**src/rtl/sbab_pkg.sv**
```systemverilog
package sbab_pkg;
   localparam int unsigned F_REL  = 0;
   localparam int unsigned F_CMD  = 1;
   localparam int unsigned F_TRIG = 2;
   localparam int unsigned F_AUTO = 3;
   localparam int unsigned F_BUSY = 4;
   localparam int unsigned F_SEEN = 5;
   localparam int unsigned F_MIN_W = 6;
endpackage

```
**src/rtl/sbab_edge_sync.sv**
```systemverilog
module sbab_edge_sync #(
   parameter int unsigned STAGES = 2,
   parameter bit          IDLE   = 1'b1
) (
   input  logic clk,
   input  logic rst_n,
   input  logic sck,
   output logic fall_p,
   output logic rise_p
);
   logic [STAGES-1:0] chain;
   logic              last_q;

   generate
      if (STAGES == 1) begin : g_single
         always_ff @(posedge clk or negedge rst_n)
            if (!rst_n) chain <= IDLE;
            else        chain <= sck;
      end else begin : g_multi
         always_ff @(posedge clk or negedge rst_n)
            if (!rst_n) chain <= {STAGES{IDLE}};
            else        chain <= {chain[STAGES-2:0], sck};
      end
   endgenerate

   always_ff @(posedge clk or negedge rst_n)
      if (!rst_n) last_q <= IDLE;
      else        last_q <= chain[STAGES-1];

   assign fall_p = last_q & ~chain[STAGES-1];
   assign rise_p = ~last_q & chain[STAGES-1];
endmodule

```
**src/rtl/sbab_slot_cnt.sv**
```systemverilog
module sbab_slot_cnt #(
   parameter int unsigned SLOT = 9
) (
   input  logic clk,
   input  logic rst_n,
   input  logic chan_en,
   input  logic xfer_start,
   input  logic fall_p,
   output logic slot_hit
);
   localparam int unsigned CW = $clog2(SLOT + 1);
   localparam logic [CW-1:0] LAST = CW'(SLOT - 1);

   logic [CW-1:0] cnt;
   logic          active;

   always_ff @(posedge clk or negedge rst_n)
      if (!rst_n) begin
         cnt    <= '0;
         active <= 1'b0;
      end else if (!chan_en) begin
         cnt    <= '0;
         active <= 1'b0;
      end else if (xfer_start) begin
         cnt    <= '0;
         active <= 1'b1;
      end else if (fall_p && active) begin
         cnt <= cnt + 1'b1;
         if (cnt == LAST) active <= 1'b0;
      end

   assign slot_hit = fall_p & active & (cnt == LAST);
endmodule

```
**src/rtl/sbab_ctrl_regs.sv**
```systemverilog
module sbab_ctrl_regs #(
   parameter int unsigned REG_W = 8
) (
   input  logic             clk,
   input  logic             rst_n,
   input  logic             chan_en,
   input  logic             reg_wr,
   input  logic [REG_W-1:0] reg_wdata,
   input  logic             xfer_start,
   input  logic             xfer_done,
   input  logic             ack_begin,
   input  logic             ack_end,
   output logic             trig_q,
   output logic             late_q,
   output logic             auto_q,
   output logic             busy_en_q
);
   import sbab_pkg::*;

   logic w_trig, w_auto, w_busy;
   assign w_trig = reg_wr & reg_wdata[F_TRIG];
   assign w_auto = reg_wdata[F_AUTO];
   assign w_busy = reg_wdata[F_BUSY];

   always_ff @(posedge clk or negedge rst_n)
      if (!rst_n) begin
         auto_q    <= 1'b0;
         busy_en_q <= 1'b0;
      end else if (reg_wr) begin
         auto_q    <= w_auto;
         busy_en_q <= w_busy;
      end

   always_ff @(posedge clk or negedge rst_n)
      if (!rst_n)                   trig_q <= 1'b0;
      else if (!chan_en || xfer_start) trig_q <= 1'b0;
      else if (w_trig)              trig_q <= 1'b1;
      else if (ack_end)             trig_q <= 1'b0;

   always_ff @(posedge clk or negedge rst_n)
      if (!rst_n)                      late_q <= 1'b0;
      else if (!chan_en || xfer_start) late_q <= 1'b0;
      else if (reg_wr && w_auto && !auto_q && xfer_done) late_q <= 1'b1;
      else if (ack_begin)              late_q <= 1'b0;


   trig_drop_chk: assert property (@(posedge clk) disable iff (!rst_n)
      (xfer_start || !chan_en) |=> !trig_q);
endmodule

```
**src/rtl/sbus_ackbusy_ctrl.sv**
```systemverilog
module sbus_ackbusy_ctrl #(
   parameter int unsigned REG_W       = 8,
   parameter int unsigned SYNC_STAGES = 2,
   parameter int unsigned ACK_SLOT    = 9
) (
   input  logic             clk,
   input  logic             rst_n,
   input  logic             chan_en,
   input  logic             reg_wr,
   input  logic [REG_W-1:0] reg_wdata,
   output logic [REG_W-1:0] reg_rdata,
   input  logic             xfer_start,
   input  logic             xfer_done,
   input  logic             sck,
   input  logic             sda_in,
   output logic             sda_pull,
   output logic             ack_seen
);
   import sbab_pkg::*;

   generate
      if (REG_W < F_MIN_W) begin : g_bad_w
         $error("REG_W too small for control fields");
      end
      if (SYNC_STAGES < 1) begin : g_bad_sync
         $error("SYNC_STAGES must be at least 1");
      end
      if (ACK_SLOT < 2) begin : g_bad_slot
         $error("ACK_SLOT must be at least 2");
      end
   endgenerate

   logic fall_p, rise_p, slot_hit;
   logic trig_q, late_q, auto_q, busy_en_q;
   logic ack_drive, busy_drive, clr_pend;
   logic ack_begin, ack_end;

   sbab_edge_sync #(.STAGES(SYNC_STAGES), .IDLE(1'b1)) u_sync (
      .clk(clk), .rst_n(rst_n), .sck(sck), .fall_p(fall_p), .rise_p(rise_p));

   sbab_slot_cnt #(.SLOT(ACK_SLOT)) u_slot (
      .clk(clk), .rst_n(rst_n), .chan_en(chan_en), .xfer_start(xfer_start),
      .fall_p(fall_p), .slot_hit(slot_hit));

   sbab_ctrl_regs #(.REG_W(REG_W)) u_regs (
      .clk(clk), .rst_n(rst_n), .chan_en(chan_en), .reg_wr(reg_wr),
      .reg_wdata(reg_wdata), .xfer_start(xfer_start), .xfer_done(xfer_done),
      .ack_begin(ack_begin), .ack_end(ack_end), .trig_q(trig_q),
      .late_q(late_q), .auto_q(auto_q), .busy_en_q(busy_en_q));

   assign ack_begin = chan_en & ~xfer_start & fall_p & ~ack_drive &
                      (trig_q | late_q | (slot_hit & auto_q));
   assign ack_end   = chan_en & ~xfer_start & fall_p & ack_drive;

   always_ff @(posedge clk or negedge rst_n)
      if (!rst_n)                      ack_drive <= 1'b0;
      else if (!chan_en || xfer_start) ack_drive <= 1'b0;
      else if (ack_end)                ack_drive <= 1'b0;
      else if (ack_begin)              ack_drive <= 1'b1;

   always_ff @(posedge clk or negedge rst_n)
      if (!rst_n)                      busy_drive <= 1'b0;
      else if (!chan_en || xfer_start) busy_drive <= 1'b0;
      else if (ack_end)                busy_drive <= busy_en_q;
      else if (fall_p && !busy_en_q)   busy_drive <= 1'b0;

   always_ff @(posedge clk or negedge rst_n)
      if (!rst_n)                         clr_pend <= 1'b0;
      else if (!chan_en)                  clr_pend <= 1'b0;
      else if (xfer_start)                clr_pend <= 1'b1;
      else if (fall_p && !busy_drive)     clr_pend <= 1'b0;

   always_ff @(posedge clk or negedge rst_n)
      if (!rst_n)                                 ack_seen <= 1'b0;
      else if (!chan_en)                          ack_seen <= 1'b0;
      else if (rise_p && xfer_done && !sda_in)    ack_seen <= 1'b1;
      else if (fall_p && clr_pend && !busy_drive) ack_seen <= 1'b0;

   assign sda_pull = ack_drive | busy_drive;

   always_comb begin
      reg_rdata         = '0;
      reg_rdata[F_AUTO] = auto_q;
      reg_rdata[F_BUSY] = busy_en_q;
      reg_rdata[F_SEEN] = ack_seen;
   end


   off_quiet_chk: assert property (@(posedge clk) disable iff (!rst_n)
      !chan_en |=> !sda_pull);

   start_release_chk: assert property (@(posedge clk) disable iff (!rst_n)
      xfer_start |=> !sda_pull);

   line_hold_chk: assert property (@(posedge clk) disable iff (!rst_n)
      (chan_en && !fall_p && !xfer_start) |=> $stable(sda_pull));

   seen_set_chk: assert property (@(posedge clk) disable iff (!rst_n)
      $rose(ack_seen) |-> ($past(rise_p) && $past(xfer_done) && !$past(sda_in)));

   busy_follow_chk: assert property (@(posedge clk) disable iff (!rst_n)
      (ack_end && busy_en_q) |=> sda_pull);
endmodule

```
**config.mk**
```make
export PLATFORM = sky130hd
export DESIGN_NAME = sbus_ackbusy_ctrl
export DESIGN_NICKNAME = d
export VERILOG_FILES = /design/src/rtl/sbab_pkg.sv /design/src/rtl/sbab_edge_sync.sv /design/src/rtl/sbab_slot_cnt.sv /design/src/rtl/sbab_ctrl_regs.sv /design/src/rtl/sbus_ackbusy_ctrl.sv
export SDC_FILE = /design/constraint.sdc
export NUM_CORES = 1
export LEC_CHECK = 0
export BUFFER_PORTS_ARGS = -buffer_cell sky130_fd_sc_hd__buf_2
export CORE_MARGIN = 4
export CORE_UTILIZATION = 40
export CTS_BUF_LIST = sky130_fd_sc_hd__clkbuf_8
export DETAILED_ROUTE_END_ITERATION = 8
export PLACE_DENSITY = 0.68
export SETUP_SLACK_MARGIN = 0.4
export SLEW_MARGIN = 20
export SYNTH_ARGS = -nofsm -noshare
export SYNTH_HDL_FRONTEND = slang
export SYNTH_SLANG_ARGS = --single-unit
```
**constraint.sdc**
```tcl
create_clock -name clk -period 1.3 [get_ports clk]
set_input_delay 0.26 -clock clk [delete_from_list [all_inputs] [get_ports clk]]
set_output_delay 0.26 -clock clk [all_outputs]
set_load 0.01 [all_outputs]
```
==> out/metrics.yaml <==
status: "finished with violations"
antenna_cells: 0
worst_r2r_path_depth: 3
slowest_stage: "dfstp_2"
cts_made_buffers: 3
power_mw: 1.077
cts.sinks: 16
dpl_cell_area_sq_um: 882.1
setup_slack_ns: -0.1210
track_usage_pct: 13.86
rsz0062_at_grt: "yes"
cts_root_buf: "clkbuf_8"
vias: 627
grt_overflow: 0
dp_hpwl_um: 1049
maxSlewViolCount: 0
num-nets-final: 127
worst_skew_pair.late_latency_ns: 0.25
crit_arrival_ns: 1.59
layout_commonest_cell: "buf_2"
wl_per_cell_um: 13.02
required_ns: 1.47
fin_area_sq_um: 1154
timing.fmax_mhz: 703.7
htree_levels: 1
drc_errors: 0
start_util_pct: 43.75
synth_edf_count: 0
synth_cell_types: 29
async_flop_share_pct: 100.0
num_rows: 15
hold_class: "in2reg"
antenna_found_initial: 0
synth_area_sq_um: 788.3
clock_path_buffers: 2
worst_setup_path_end_kind: "register"
syn-instance-count: 73
grt_pass1_wl_um: 2670
first_pass_iters: 2
path_clk_slew_ns: 0.06
place.gp.congestion: 0.7284
ant_nets: 0
finalCritPeriodShare_pct: 109.3
final_layout_size_suffix_gt1_share_pct: 53.70
core_area_sq_um: 1802
die_w_um: 52.39
avgSynthCellArea_sq_um: 10.80
die_y_um: 52.39
p_per_area_nw_per_um2: 933.8
grt_pass1_vias: 616
crit_type: "reg2reg"
reg2reg_slack_ns: -0.12
ys.flop_type: "dfrtp_1"
startpoint: "u_sync.last_q"
largest_reg_flops: 4
die_area_sq_um: 2745
path_cells: "nand2b_4 > or4_4 > a211oi_2"
irDropWorstVdd_mv: 0.6854
grt_max_degree: 17
clock_skew_ns: 0.003379
drv_cap: 0
setup.worst_path.end: "ack_drive"
synth-seq-area-share_pct: 51.27
failed_checks: "setup timing"
crit_path_max_fanout: 3
port_buffers: 15
regMostFlops: "u_slot.cnt"
start_kind: "register"
ys_seq_elements: 16
r2r-start: "u_sync.last_q"
place_ws_ns: -0.1554
finalWirelength_um: 1731
setup_viol: 7
pin_count: 26
final_hold_viol_count: 0
syn_to_final_growth_pct: 46.35
drt_iter0_drc: 10
cts_tree: "done"
layout_common_cells: "buf_2, dfrtp_1, buf_4"
max_stage_delay_ns: 0.57
viasPerCell: 4.714
reg_top3: "u_slot.cnt (4), u_sync.chain (2)"
min_period_ns: 1.421
p_leak_nw: 0.5546
reg2reg_to: "ack_drive"
ys_warn_count: 0
setup-tns-final_ns: -0.3229
[metal layers]
metal / track usage [%] / part of all wire [%] / wire, um / vias up
met2: 22.11 / 46 / 793 / 20
met3: 2.849 / 5.3 / 92 / 5
met1: 17.30 / 47 / 807 / 294
met5: 0 / 0 / 0 / -
li1: - / - / - / 308
met4: 7.660 / 2.1 / 37 / 0
[cells in the mapped netlist (2+ instances only)]
cell / number / area (sq um)
xnor2_1: 2 / 17.52
o21ai_0: 4 / 20.02
nand2_1: 5 / 18.77
nand4b_1: 2 / 17.52
dfrtp_1: 13 / 325.3
buf_4: 8 / 60.06
dfstp_2: 3 / 78.83
mux2_2: 2 / 22.52
ha_1: 2 / 25.02
inv_1: 3 / 11.26
o21a_1: 2 / 15.01
nor2_1: 5 / 18.77
nor3_1: 2 / 10.01
a21oi_1: 4 / 20.02
nand2b_1: 2 / 12.51
[area by class of cell]
| class | count | area (sq um) |
|---|---|---|
| Tap cell | 25 | 31.28 |
| Timing Repair Buffer | 37 | 279.0 |
| Inverter | 3 | 11.26 |
| Fill cell | 137 | 648.1 |
| Multi-Input combinational cell | 48 | 382.9 |
| Clock buffer | 3 | 41.29 |
| Sequential cell | 16 | 404.1 |
| Clock inverter | 1 | 3.754 |
[power breakdown]
group	leakage (nW)	internal [mW]	switching (mW)
sequential	0.205	0.521	0.0147
clock	0.0269	0.210	0.172
combinational	0.323	0.0868	0.0728
total	0.555	0.818	0.259
[kinds of logic after synthesis]
group                      synth area share (%)
DFF                                       51.27
muxes                                     4.127
and+or+nand+nor                           15.72
AOI/OAI and AO/OA                         10.95
adders and majority gates                 3.174
buffers and inverters                     10.95
other                                    0.4757
xor gates and xnor gates                  3.334
[worst min-delay path by stage]
stage,start,to,slack (ns),cells after the start
after floorplan,rst_n,ack_drive,-0.04,0
after global placement,rst_n,u_regs.busy_en_q,0.18,1
after detailed placement,rst_n,u_regs.busy_en_q,0.19,1
after CTS,sck,u_sync.chain[0],0.10,1
after global routing,sck,u_sync.chain[0],0.1,1
final,sck,u_sync.chain[0],0.11,1
[stage by stage]
| stage | cells | util, % | hold WS [ns] |
|---|---|---|---|
| after detailed placement | 113 | 48.96 | 0.1876 |
| final | 133 | 64.03 | 0.1061 |
| after global placement | 113 | 48.96 | 0.1850 |
| after CTS | 129 | 60.00 | 0.1011 |
| after floorplan | 77 | - | -0.03559 |
| after global routing | 133 | 64.03 | 0.09950 |
[repair_timing]
action                                 in CTS  in global routing
endpoints found under the hold margin      13                  0
hold buffers                                1                  0
pin swaps                                   6                  6
setup endpoints to repair                  16                 17
gates resized for setup                    16                 11
setup buffers                              11                  4
[worst max-delay path: cells and delay by family, from the launching register on]
family	cells	cell delay [ns]
AND/OR/NAND/NOR	2	0.54
AO/OA/AOI/OAI	1	0.23
flip-flops	1	0.57
Note: power is estimated with default switching activity, not from simulation.
